### src/rtl/spi_mem_pkg.sv
package spi_mem_pkg;
  localparam logic [7:0] CMD_STWR = 8'h01;
  localparam logic [7:0] CMD_WR   = 8'h02;
  localparam logic [7:0] CMD_RD   = 8'h03;
  localparam logic [7:0] CMD_WDIS = 8'h04;
  localparam logic [7:0] CMD_STRD = 8'h05;
  localparam logic [7:0] CMD_WEN  = 8'h06;

  typedef enum logic [2:0] {
    PH_CMD,    // collecting the command byte
    PH_ADDR,   // collecting the address byte
    PH_RDATA,  // streaming array bytes out
    PH_WDATA,  // collecting bytes for the page-write block
    PH_STAT,   // streaming the status byte out
    PH_STWR,   // collecting the status write byte
    PH_WEN,    // write-enable byte done, waiting for select to rise
    PH_SKIP    // frame ignored until select rises
  } phase_e;
endpackage

### src/rtl/spi_pin_sync.sv
module spi_pin_sync #(
  parameter int STAGES = 2
) (
  input  logic clk,
  input  logic rst_n,
  input  logic sck,
  input  logic cs_n,
  input  logic si,
  input  logic hold_n,
  output logic sck_rise,
  output logic sck_fall,
  output logic cs_rise,
  output logic cs_fall,
  output logic cs_act,
  output logic si_s,
  output logic hold_act
);
  localparam int NPIN = 4;
  // pin order {hold_n, si, cs_n, sck}, idle levels
  localparam logic [NPIN-1:0] IDLE = 4'b1010;

  logic [NPIN-1:0] stage [STAGES];
  logic [1:0]      last;
  logic [NPIN-1:0] cur;

  genvar g;
  generate
    for (g = 0; g < STAGES; g++) begin : g_stage
      if (g == 0) begin : g_first
        always_ff @(posedge clk or negedge rst_n) begin
          if (!rst_n) stage[g] <= IDLE;
          else        stage[g] <= {hold_n, si, cs_n, sck};
        end
      end else begin : g_next
        always_ff @(posedge clk or negedge rst_n) begin
          if (!rst_n) stage[g] <= IDLE;
          else        stage[g] <= stage[g-1];
        end
      end
    end
  endgenerate

  assign cur = stage[STAGES-1];

  always_ff @(posedge clk or negedge rst_n) begin
    if (!rst_n) last <= IDLE[1:0];
    else        last <= cur[1:0];
  end

  assign sck_rise = cur[0] & ~last[0];
  assign sck_fall = ~cur[0] & last[0];
  assign cs_rise  = cur[1] & ~last[1];
  assign cs_fall  = ~cur[1] & last[1];
  assign cs_act   = ~cur[1];
  assign si_s     = cur[2];
  assign hold_act = ~cur[3];
endmodule

### src/rtl/spi_mem_array.sv
module spi_mem_array #(
  parameter int AW = 7,
  parameter int DW = 8
) (
  input  logic          clk,
  input  logic          rst_n,
  input  logic          we,
  input  logic [AW-1:0] waddr,
  input  logic [DW-1:0] wdata,
  input  logic [AW-1:0] raddr,
  output logic [DW-1:0] rdata
);
  localparam int DEPTH = 1 << AW;

  logic [DW-1:0] cells [DEPTH];

  always_ff @(posedge clk or negedge rst_n) begin
    if (!rst_n) begin
      for (int i = 0; i < DEPTH; i++) cells[i] <= '0;
    end else if (we) begin
      cells[waddr] <= wdata;
    end
  end

  assign rdata = cells[raddr];
endmodule

### src/rtl/spi_cmd_fsm.sv
module spi_cmd_fsm
  import spi_mem_pkg::*;
#(
  parameter int AW         = 7,
  parameter int PAGE_BYTES = 16
) (
  input  logic          clk,
  input  logic          rst_n,
  input  logic          sck_rise,
  input  logic          sck_fall,
  input  logic          cs_rise,
  input  logic          cs_fall,
  input  logic          cs_act,
  input  logic          si_s,
  input  logic          hold_act,
  input  logic          busy,
  input  logic [7:0]    rd_data,
  output logic [AW-1:0] rd_addr,
  output logic          so,
  output logic          so_oe,
  output logic          wr_valid,
  input  logic          wr_ready,
  output logic [AW-1:0] wr_addr,
  output logic [7:0]    wr_data,
  output logic          wr_commit,
  output logic          wr_abort
);
  localparam int PW = $clog2(PAGE_BYTES);
  localparam logic [PW-1:0] PSTEP = 1;
  localparam logic [AW-1:0] ASTEP = 1;

  phase_e        phase;
  logic [2:0]    bit_cnt;
  logic [6:0]    shreg;
  logic [AW-1:0] ptr;
  logic          is_rd;
  logic          wel;
  logic [1:0]    bp;
  logic          busy_q;
  logic          got_byte;
  logic          lost;

  logic       active, rise, fall, byte_done;
  logic [7:0] byte_in;
  logic [7:0] status;

  assign active    = cs_act & ~hold_act;
  assign rise      = sck_rise & active;
  assign fall      = sck_fall & active;
  assign byte_in   = {shreg, si_s};
  assign byte_done = rise && (bit_cnt == 3'd7);
  assign status    = {4'b0000, bp, wel, busy};
  assign rd_addr   = ptr;
  assign so_oe     = active && (phase == PH_RDATA || phase == PH_STAT);

  always_ff @(posedge clk or negedge rst_n) begin
    if (!rst_n) begin
      phase     <= PH_CMD;
      bit_cnt   <= '0;
      shreg     <= '0;
      ptr       <= '0;
      is_rd     <= 1'b0;
      wel       <= 1'b0;
      bp        <= '0;
      busy_q    <= 1'b0;
      got_byte  <= 1'b0;
      lost      <= 1'b0;
      so        <= 1'b0;
      wr_valid  <= 1'b0;
      wr_addr   <= '0;
      wr_data   <= '0;
      wr_commit <= 1'b0;
      wr_abort  <= 1'b0;
    end else begin
      wr_valid  <= 1'b0;
      wr_commit <= 1'b0;
      wr_abort  <= 1'b0;
      busy_q    <= busy;
      if (busy_q && !busy) wel <= 1'b0;
      if (wr_valid && !wr_ready) lost <= 1'b1;

      if (cs_rise || cs_fall) begin
        if (cs_rise && phase == PH_WEN) wel <= 1'b1;
        if (cs_rise && phase == PH_WDATA) begin
          if (bit_cnt == 3'd0 && got_byte && !lost && !(wr_valid && !wr_ready))
            wr_commit <= 1'b1;
          else
            wr_abort <= 1'b1;
        end
        phase    <= PH_CMD;
        bit_cnt  <= '0;
        got_byte <= 1'b0;
        lost     <= 1'b0;
      end else if (rise) begin
        shreg   <= byte_in[6:0];
        bit_cnt <= bit_cnt + 3'd1;
        if (phase == PH_WEN) begin
          phase <= PH_SKIP;
        end else if (byte_done) begin
          case (phase)
            PH_CMD: begin
              case (byte_in)
                CMD_RD: begin
                  phase <= PH_ADDR;
                  is_rd <= 1'b1;
                end
                CMD_WR: begin
                  is_rd <= 1'b0;
                  phase <= (wel && !busy) ? PH_ADDR : PH_SKIP;
                end
                CMD_WEN:  phase <= PH_WEN;
                CMD_WDIS: begin
                  wel   <= 1'b0;
                  phase <= PH_SKIP;
                end
                CMD_STRD: phase <= PH_STAT;
                CMD_STWR: phase <= (wel && !busy) ? PH_STWR : PH_SKIP;
                default:  phase <= PH_SKIP;
              endcase
            end
            PH_ADDR: begin
              ptr <= byte_in[AW-1:0];
              if (is_rd) phase <= busy ? PH_SKIP : PH_RDATA;
              else       phase <= PH_WDATA;
            end
            PH_RDATA: ptr <= ptr + ASTEP;
            PH_WDATA: begin
              wr_valid <= 1'b1;
              wr_addr  <= ptr;
              wr_data  <= byte_in;
              got_byte <= 1'b1;
              ptr      <= {ptr[AW-1:PW], ptr[PW-1:0] + PSTEP};
            end
            PH_STWR: begin
              bp    <= byte_in[3:2];
              wel   <= 1'b0;
              phase <= PH_SKIP;
            end
            default: ;
          endcase
        end
      end else if (fall) begin
        if (phase == PH_RDATA)     so <= rd_data[~bit_cnt];
        else if (phase == PH_STAT) so <= status[~bit_cnt];
      end
    end
  end

  // the latch only rises in the cycle after select was seen rising
  assert_wel_on_select_R4: assert property (@(posedge clk) disable iff (!rst_n)
    $rose(wel) |-> $past(cs_rise));

  // read pointer steps by one (modulo array size) at each completed byte
  assert_ptr_step_R3: assert property (@(posedge clk) disable iff (!rst_n)
    (byte_done && phase == PH_RDATA) |=> (ptr == $past(ptr) + ASTEP));

  // each beat is a single-cycle pulse
  assert_beat_single_R7: assert property (@(posedge clk) disable iff (!rst_n)
    wr_valid |=> !wr_valid);

  // beats only appear while the latch is set
  assert_beat_needs_wel_R10: assert property (@(posedge clk) disable iff (!rst_n)
    wr_valid |-> wel);

  // frame-close pulses follow a select rise
  assert_close_after_select_R8: assert property (@(posedge clk) disable iff (!rst_n)
    (wr_commit || wr_abort) |-> $past(cs_rise));

  // frozen while paused
  assert_hold_freeze_R12: assert property (@(posedge clk) disable iff (!rst_n)
    (hold_act && !cs_rise && !cs_fall) |=> ($stable(bit_cnt) && $stable(phase) && $stable(ptr)));

  // no array streaming while the programming cycle runs
  assert_no_read_busy_R11: assert property (@(posedge clk) disable iff (!rst_n)
    (phase == PH_RDATA) |-> !busy);
endmodule

### src/rtl/spi_mem_slave.sv
module spi_mem_slave #(
  parameter int AW          = 7,
  parameter int PAGE_BYTES  = 16,
  parameter int SYNC_STAGES = 2
) (
  input  logic          clk,
  input  logic          rst_n,
  input  logic          spi_sck,
  input  logic          spi_cs_n,
  input  logic          spi_si,
  input  logic          spi_hold_n,
  output logic          spi_so,
  output logic          spi_so_oe,
  output logic          wr_valid,
  input  logic          wr_ready,
  output logic [AW-1:0] wr_addr,
  output logic [7:0]    wr_data,
  output logic          wr_commit,
  output logic          wr_abort,
  input  logic          wc_busy,
  input  logic          mem_we,
  input  logic [AW-1:0] mem_addr,
  input  logic [7:0]    mem_wdata
);
  logic          sck_rise, sck_fall, cs_rise, cs_fall, cs_act, si_s, hold_act;
  logic [AW-1:0] rd_addr;
  logic [7:0]    rd_data;

  spi_pin_sync #(.STAGES(SYNC_STAGES)) u_sync (
    .clk      (clk),
    .rst_n    (rst_n),
    .sck      (spi_sck),
    .cs_n     (spi_cs_n),
    .si       (spi_si),
    .hold_n   (spi_hold_n),
    .sck_rise (sck_rise),
    .sck_fall (sck_fall),
    .cs_rise  (cs_rise),
    .cs_fall  (cs_fall),
    .cs_act   (cs_act),
    .si_s     (si_s),
    .hold_act (hold_act)
  );

  spi_mem_array #(.AW(AW), .DW(8)) u_array (
    .clk   (clk),
    .rst_n (rst_n),
    .we    (mem_we),
    .waddr (mem_addr),
    .wdata (mem_wdata),
    .raddr (rd_addr),
    .rdata (rd_data)
  );

  spi_cmd_fsm #(.AW(AW), .PAGE_BYTES(PAGE_BYTES)) u_fsm (
    .clk       (clk),
    .rst_n     (rst_n),
    .sck_rise  (sck_rise),
    .sck_fall  (sck_fall),
    .cs_rise   (cs_rise),
    .cs_fall   (cs_fall),
    .cs_act    (cs_act),
    .si_s      (si_s),
    .hold_act  (hold_act),
    .busy      (wc_busy),
    .rd_data   (rd_data),
    .rd_addr   (rd_addr),
    .so        (spi_so),
    .so_oe     (spi_so_oe),
    .wr_valid  (wr_valid),
    .wr_ready  (wr_ready),
    .wr_addr   (wr_addr),
    .wr_data   (wr_data),
    .wr_commit (wr_commit),
    .wr_abort  (wr_abort)
  );

  // no drive while select is high
  assert_quiet_deselected_R1: assert property (@(posedge clk) disable iff (!rst_n)
    (spi_cs_n && $past(spi_cs_n) && $past(spi_cs_n, 2) && $past(spi_cs_n, 3)) |-> !spi_so_oe);
endmodule

### config.mk
export PLATFORM = sky130hd
export DESIGN_NAME = spi_mem_slave
export DESIGN_NICKNAME = d
export VERILOG_FILES = /design/src/rtl/spi_mem_pkg.sv /design/src/rtl/spi_pin_sync.sv /design/src/rtl/spi_mem_array.sv /design/src/rtl/spi_cmd_fsm.sv /design/src/rtl/spi_mem_slave.sv
export SDC_FILE = /design/constraint.sdc
export NUM_CORES = 2
export LEC_CHECK = 0
export ABC_AREA = 0
export CORE_MARGIN = 1.5
export CORE_UTILIZATION = 29
export DETAILED_ROUTE_END_ITERATION = 10
export HOLD_SLACK_MARGIN = 0.05
export PLACE_DENSITY = 0.46
export SYNTH_ARGS = -nofsm -noshare
export SYNTH_HDL_FRONTEND = slang
export SYNTH_SLANG_ARGS = --single-unit
### constraint.sdc
create_clock -name clk -period 3.7 [get_ports clk]
set_input_delay 1.11 -clock clk [delete_from_list [all_inputs] [get_ports clk]]
set_output_delay 1.11 -clock clk [all_outputs]
set_load 0.05 [all_outputs]
==> out/results.env <==
RESULT_OF_THE_RUN='complete, no violations'
REGISTER_BIT_TOTAL_FROM_SYNTHESIS=1080
NETLIST.AREA_LEADER.SHARE_PCT=54.37
GRT_PASS1_VIAS=31059
FIRST_ITER_VIOLATIONS=1972
R2R-END='u_fsm.so$_DFFE_PN0P_'
WORSTPATHREQUIRED_NS=4.33
SYNTHESIS.YOSYS.WARNINGS=0
RSZ_0062_RAISED_AFTER_GLOBAL_ROUTING='false'
POSTSYNTH.ASYNCRESETSHARE_PCT=100.0
SYNTH_AREA_PER_CELL_UM2=14.99
TIGHTEST_SLEW_NS=0.9640
NNETSFINAL=3504
GRT_PASS1_WL_MM=225.0
FLOORPLAN.INITIALDENSITY_PCT=29.19
DP_SLACK_NS=-0.4588
MAX_RAIL_DROP_VDD_mV=0.4667
TIMING.MAX_CAP.VIOLATIONS=0
R2R_CELLS=9
PLACE.DETAILED.HPWL_MM=98.24
DETAIL_ROUTE.WL_PER_CELL_UM=25.95
SYN_AREA_UM2=49480
SYNTHESIS.INSTANCES=3301
NUMCTSBUFFERS=130
FLOORPLAN.IO_PINS=44
AREA_DELTA_SYNTH_FINAL_PCT=17.88
TRITONCTS_SINKS=1080
NETLIST_TOP_CELLS_AREA='sky130_fd_sc_hd__dfrtp_1 54%, sky130_fd_sc_hd__mux2_2 24%, sky130_fd_sc_hd__mux4_2 11%, sky130_fd_sc_hd__clkbuf_1 1.4%, sky130_fd_sc_hd__nand2_1 1.4%'
SYNTH_ENABLE_FLOP_CELLS=0
TIMING.CRITICAL_PATH.TO='u_fsm.so$_DFFE_PN0P_'
MAX-SLEW-MARGIN-REL_PCT=35.58
ROUTED_WIRELENGTH_MM=150.2
CLKTRANSATPATHREGS_NS=0.06
MAX_CLOCK_BUF_DEPTH=3
CRIT_PATH_END_KIND='register'
CRIT_ARRIVAL_NS=4.24
FINAL-SEQ-AREA_UM2=27050
DRT-VIAS-PER-INSTANCE=5.106
POWER_DENSITY_nW_PER_UM2=485.0
SYNTH.MOST_COMMON_CELL='sky130_fd_sc_hd__dfrtp_1'
CTS_H_TREE_DEPTH=4
POST_ROUTE_CELLS_DRIVE_ABOVE_1_SHARE_PCT=49.38
TIMING.FINAL.HOLD_VIOLATIONS=0
TIMING.CRITICAL_PATH.FANOUT_MAX=24
DIEWIDTH_UM=416.0
MAXSLEWVIOLCOUNT=0
SYNTH_CELL_TYPE_COUNT=61
HP-CLASS='input port to asynchronous set/reset pin'
CTS_POST_SETUP_BUFFERS_INSERTED=0
POST_DRT_ANTENNA_NETS=0
ROUTED-VIA-COUNT=29561
GRT_ANTENNA_BEFORE_REPAIR=5
CRITPATHKIND='register to register'
GP_CONGESTION=0.8164
DPL_CELL_AREA_UM2=54060
FINALWORSTSETUPSLACK_NS=0.08690
CLOCKROOTBUFFER='sky130_fd_sc_hd__clkbuf_16'
TRITONCTS='built'
PORT-BUFFER-COUNT=43
TIMING.CRITICAL_PATH.FROM='u_fsm.rd_addr[0]$_DFFE_PN0P_'
YS_TOP_CELLS_BY_COUNT='1075 x sky130_fd_sc_hd__dfrtp_1, 1039 x sky130_fd_sc_hd__mux2_2, 249 x sky130_fd_sc_hd__mux4_2'
DRCVIOLATIONCOUNT=0
DIE-HEIGHT_UM=416.0
TIMING.REG2REG.SETUP_SLACK_NS=0.09
WORST_R2R_STARTPOINT='u_fsm.rd_addr[0]$_DFFE_PN0P_'
GRT_START_MAX_NET_PINS=129
GLOBAL_ROUTE.OVERFLOW_TOTAL=0
FLOORPLAN.DIE_AREA_UM2=173100
INSTANCES_NO_FILL=5790
FMAXACHIEVABLE_MHz=276.8
SYNTH_LARGEST_AREA_CELL='sky130_fd_sc_hd__dfrtp_1'
P_LEAK_nW=26.46
MULTI_INPUT_AREA_UM2=21260
FILLER_CELL_COUNT=16348
DRT_FIRST_PASS_ITERS=5
YS.FLOP_TYPE='sky130_fd_sc_hd__dfrtp_1'
FINALCLOCKSKEW_NS=0.01812
CELL_ROW_COUNT=151
SEQ_TOTAL_AREA_YOSYS_PCT=54.64
CLK_LAT_WORST_SKEW_NS=0.77
FINAL.PERIOD_UTILIZATION_PCT=97.65
DPL.CELL_COUNT=5561
PERIOD_MINUS_SLACK_NS=3.613
SETUP_VIOLATIONS=0
CRITICAL_PATH.STARTPOINT_TYPE='register'
FINAL_AREA_UM2=58320
GRT.TOTAL_USAGE_PCT=17.57
FLOORPLAN.CORE_AREA_UM2=169500
TOTAL_NETS_AFTER_SYNTHESIS=3330
CTS_HOLD_BUF=0
final cells by class:
type	count	share of cell area (%)
Clock inverter	31	0.8174
Multi-Input combinational cell	1967	36.45
Timing Repair Buffer	286	5.039
Inverter	10	0.06436
Tap cell	2218	4.758
Antenna cell	2	0.008581
Sequential cell	1080	46.37
Clock buffer	196	6.487
kinds of logic after synthesis:
logic type | synth area share (%)
buffers and inverters | 2.473
AO/OA/AOI/OAI | 2.873
XOR/XNOR | 0.03541
AND/OR/NAND/NOR | 3.983
multiplexers | 35.87
flip-flops | 54.64
adder cells (fa/ha/maj) | 0.1264
repair_timing:
item,in CTS,in global routing
resized for setup,1,0
setup endpoints to repair,1,0
endpoints found under the hold margin,0,0
registers in the layout, summed over array words and instances (netlist names), 2 cells and up:
signal	count
u_array.cells	1024
u_fsm.bit_cnt	3
u_fsm.bp	2
u_fsm.phase	3
u_fsm.rd_addr	7
u_fsm.shreg	7
u_fsm.wr_addr	7
u_fsm.wr_data	8
u_sync.cur	4
u_sync.last	2
u_sync.stage	4
metal layers:
metal	part of all wire, %	wire length [µm]	up-vias	global-route usage (%)
met5	0.0087	13	-	0
met4	2.7	4020	2	5.426
met3	4.1	6115	184	3.045
met2	47	70560	563	27.77
met1	46	69520	16139	24.51
li1	-	-	12673	-
how the worst min path moves through the flow:
stage,startpoint,endpoint,slack [ns],cells past startpoint
finish,rst_n,u_array.cells[242]$_DFFE_PN0P_,0.33,1
global route,rst_n,u_array.cells[242]$_DFFE_PN0P_,0.32,1
CTS,rst_n,u_array.cells[193]$_DFFE_PN0P_,0.30,1
detailed placement,u_sync.stage[6]$_DFF_PN0_,u_sync.cur[2]$_DFF_PN0_,0.34,0
global placement,u_sync.stage[4]$_DFF_PN0_,u_sync.cur[0]$_DFF_PN0_,0.33,0
floorplan,u_sync.stage[4]$_DFF_PN0_,u_sync.cur[0]$_DFF_PN0_,0.33,0
metrics by stage:
| step | hold slack (ns) | total power, mW | utilization [%] | TNS (ns) |
|---|---|---|---|---|
| finish | 0.3303 | 28.28 | 34.41 | 0 |
| global route | 0.3235 | 29.49 | 34.41 | 0 |
| CTS | 0.2978 | 28.74 | 34.41 | 0 |
| detailed placement | 0.3418 | 15.70 | 31.90 | -14.55 |
| global placement | 0.3345 | 15.64 | 31.90 | -15.56 |
| floorplan | 0.3312 | 14.67 | - | 0 |
layout by cell type (no fill, tap or decap), types with 24 or more instances in the layout:
| cell | instances |
|---|---|
| sky130_fd_sc_hd__a21oi_1 | 43 |
| sky130_fd_sc_hd__a22oi_1 | 51 |
| sky130_fd_sc_hd__buf_12 | 56 |
| sky130_fd_sc_hd__buf_4 | 195 |
| sky130_fd_sc_hd__clkbuf_1 | 40 |
| sky130_fd_sc_hd__clkbuf_16 | 132 |
| sky130_fd_sc_hd__clkbuf_8 | 24 |
| sky130_fd_sc_hd__clkdlybuf4s50_1 | 33 |
| sky130_fd_sc_hd__dfrtp_1 | 1070 |
| sky130_fd_sc_hd__mux2_2 | 1039 |
| sky130_fd_sc_hd__mux2i_1 | 44 |
| sky130_fd_sc_hd__mux4_2 | 249 |
| sky130_fd_sc_hd__nand2_1 | 188 |
| sky130_fd_sc_hd__nand3_1 | 27 |
| sky130_fd_sc_hd__nor2_1 | 73 |
| sky130_fd_sc_hd__o21ai_0 | 26 |
where the power goes:
| part | switching (mW) | internal, mW | total [mW] |
|---|---|---|---|
| Clock | 5.14 | 7.69 | 12.8 |
| Sequential | 0.467 | 12.8 | 13.2 |
| Combinational | 1.08 | 1.15 | 2.24 |
| Total | 6.69 | 21.6 | 28.3 |
worst max-delay path: stages (launching register included):
cell and delay [ns]:
sky130_fd_sc_hd__dfrtp_4 0.57, sky130_fd_sc_hd__buf_12 0.27, sky130_fd_sc_hd__mux4_2 0.60, sky130_fd_sc_hd__mux4_2 0.57, sky130_fd_sc_hd__o32ai_1 0.47, sky130_fd_sc_hd__buf_4 0.22
sky130_fd_sc_hd__or4_1 0.18, sky130_fd_sc_hd__o211ai_1 0.13, sky130_fd_sc_hd__a211oi_2 0.32, sky130_fd_sc_hd__a21oi_2 0.08
(Power assumes the default switching activity.)
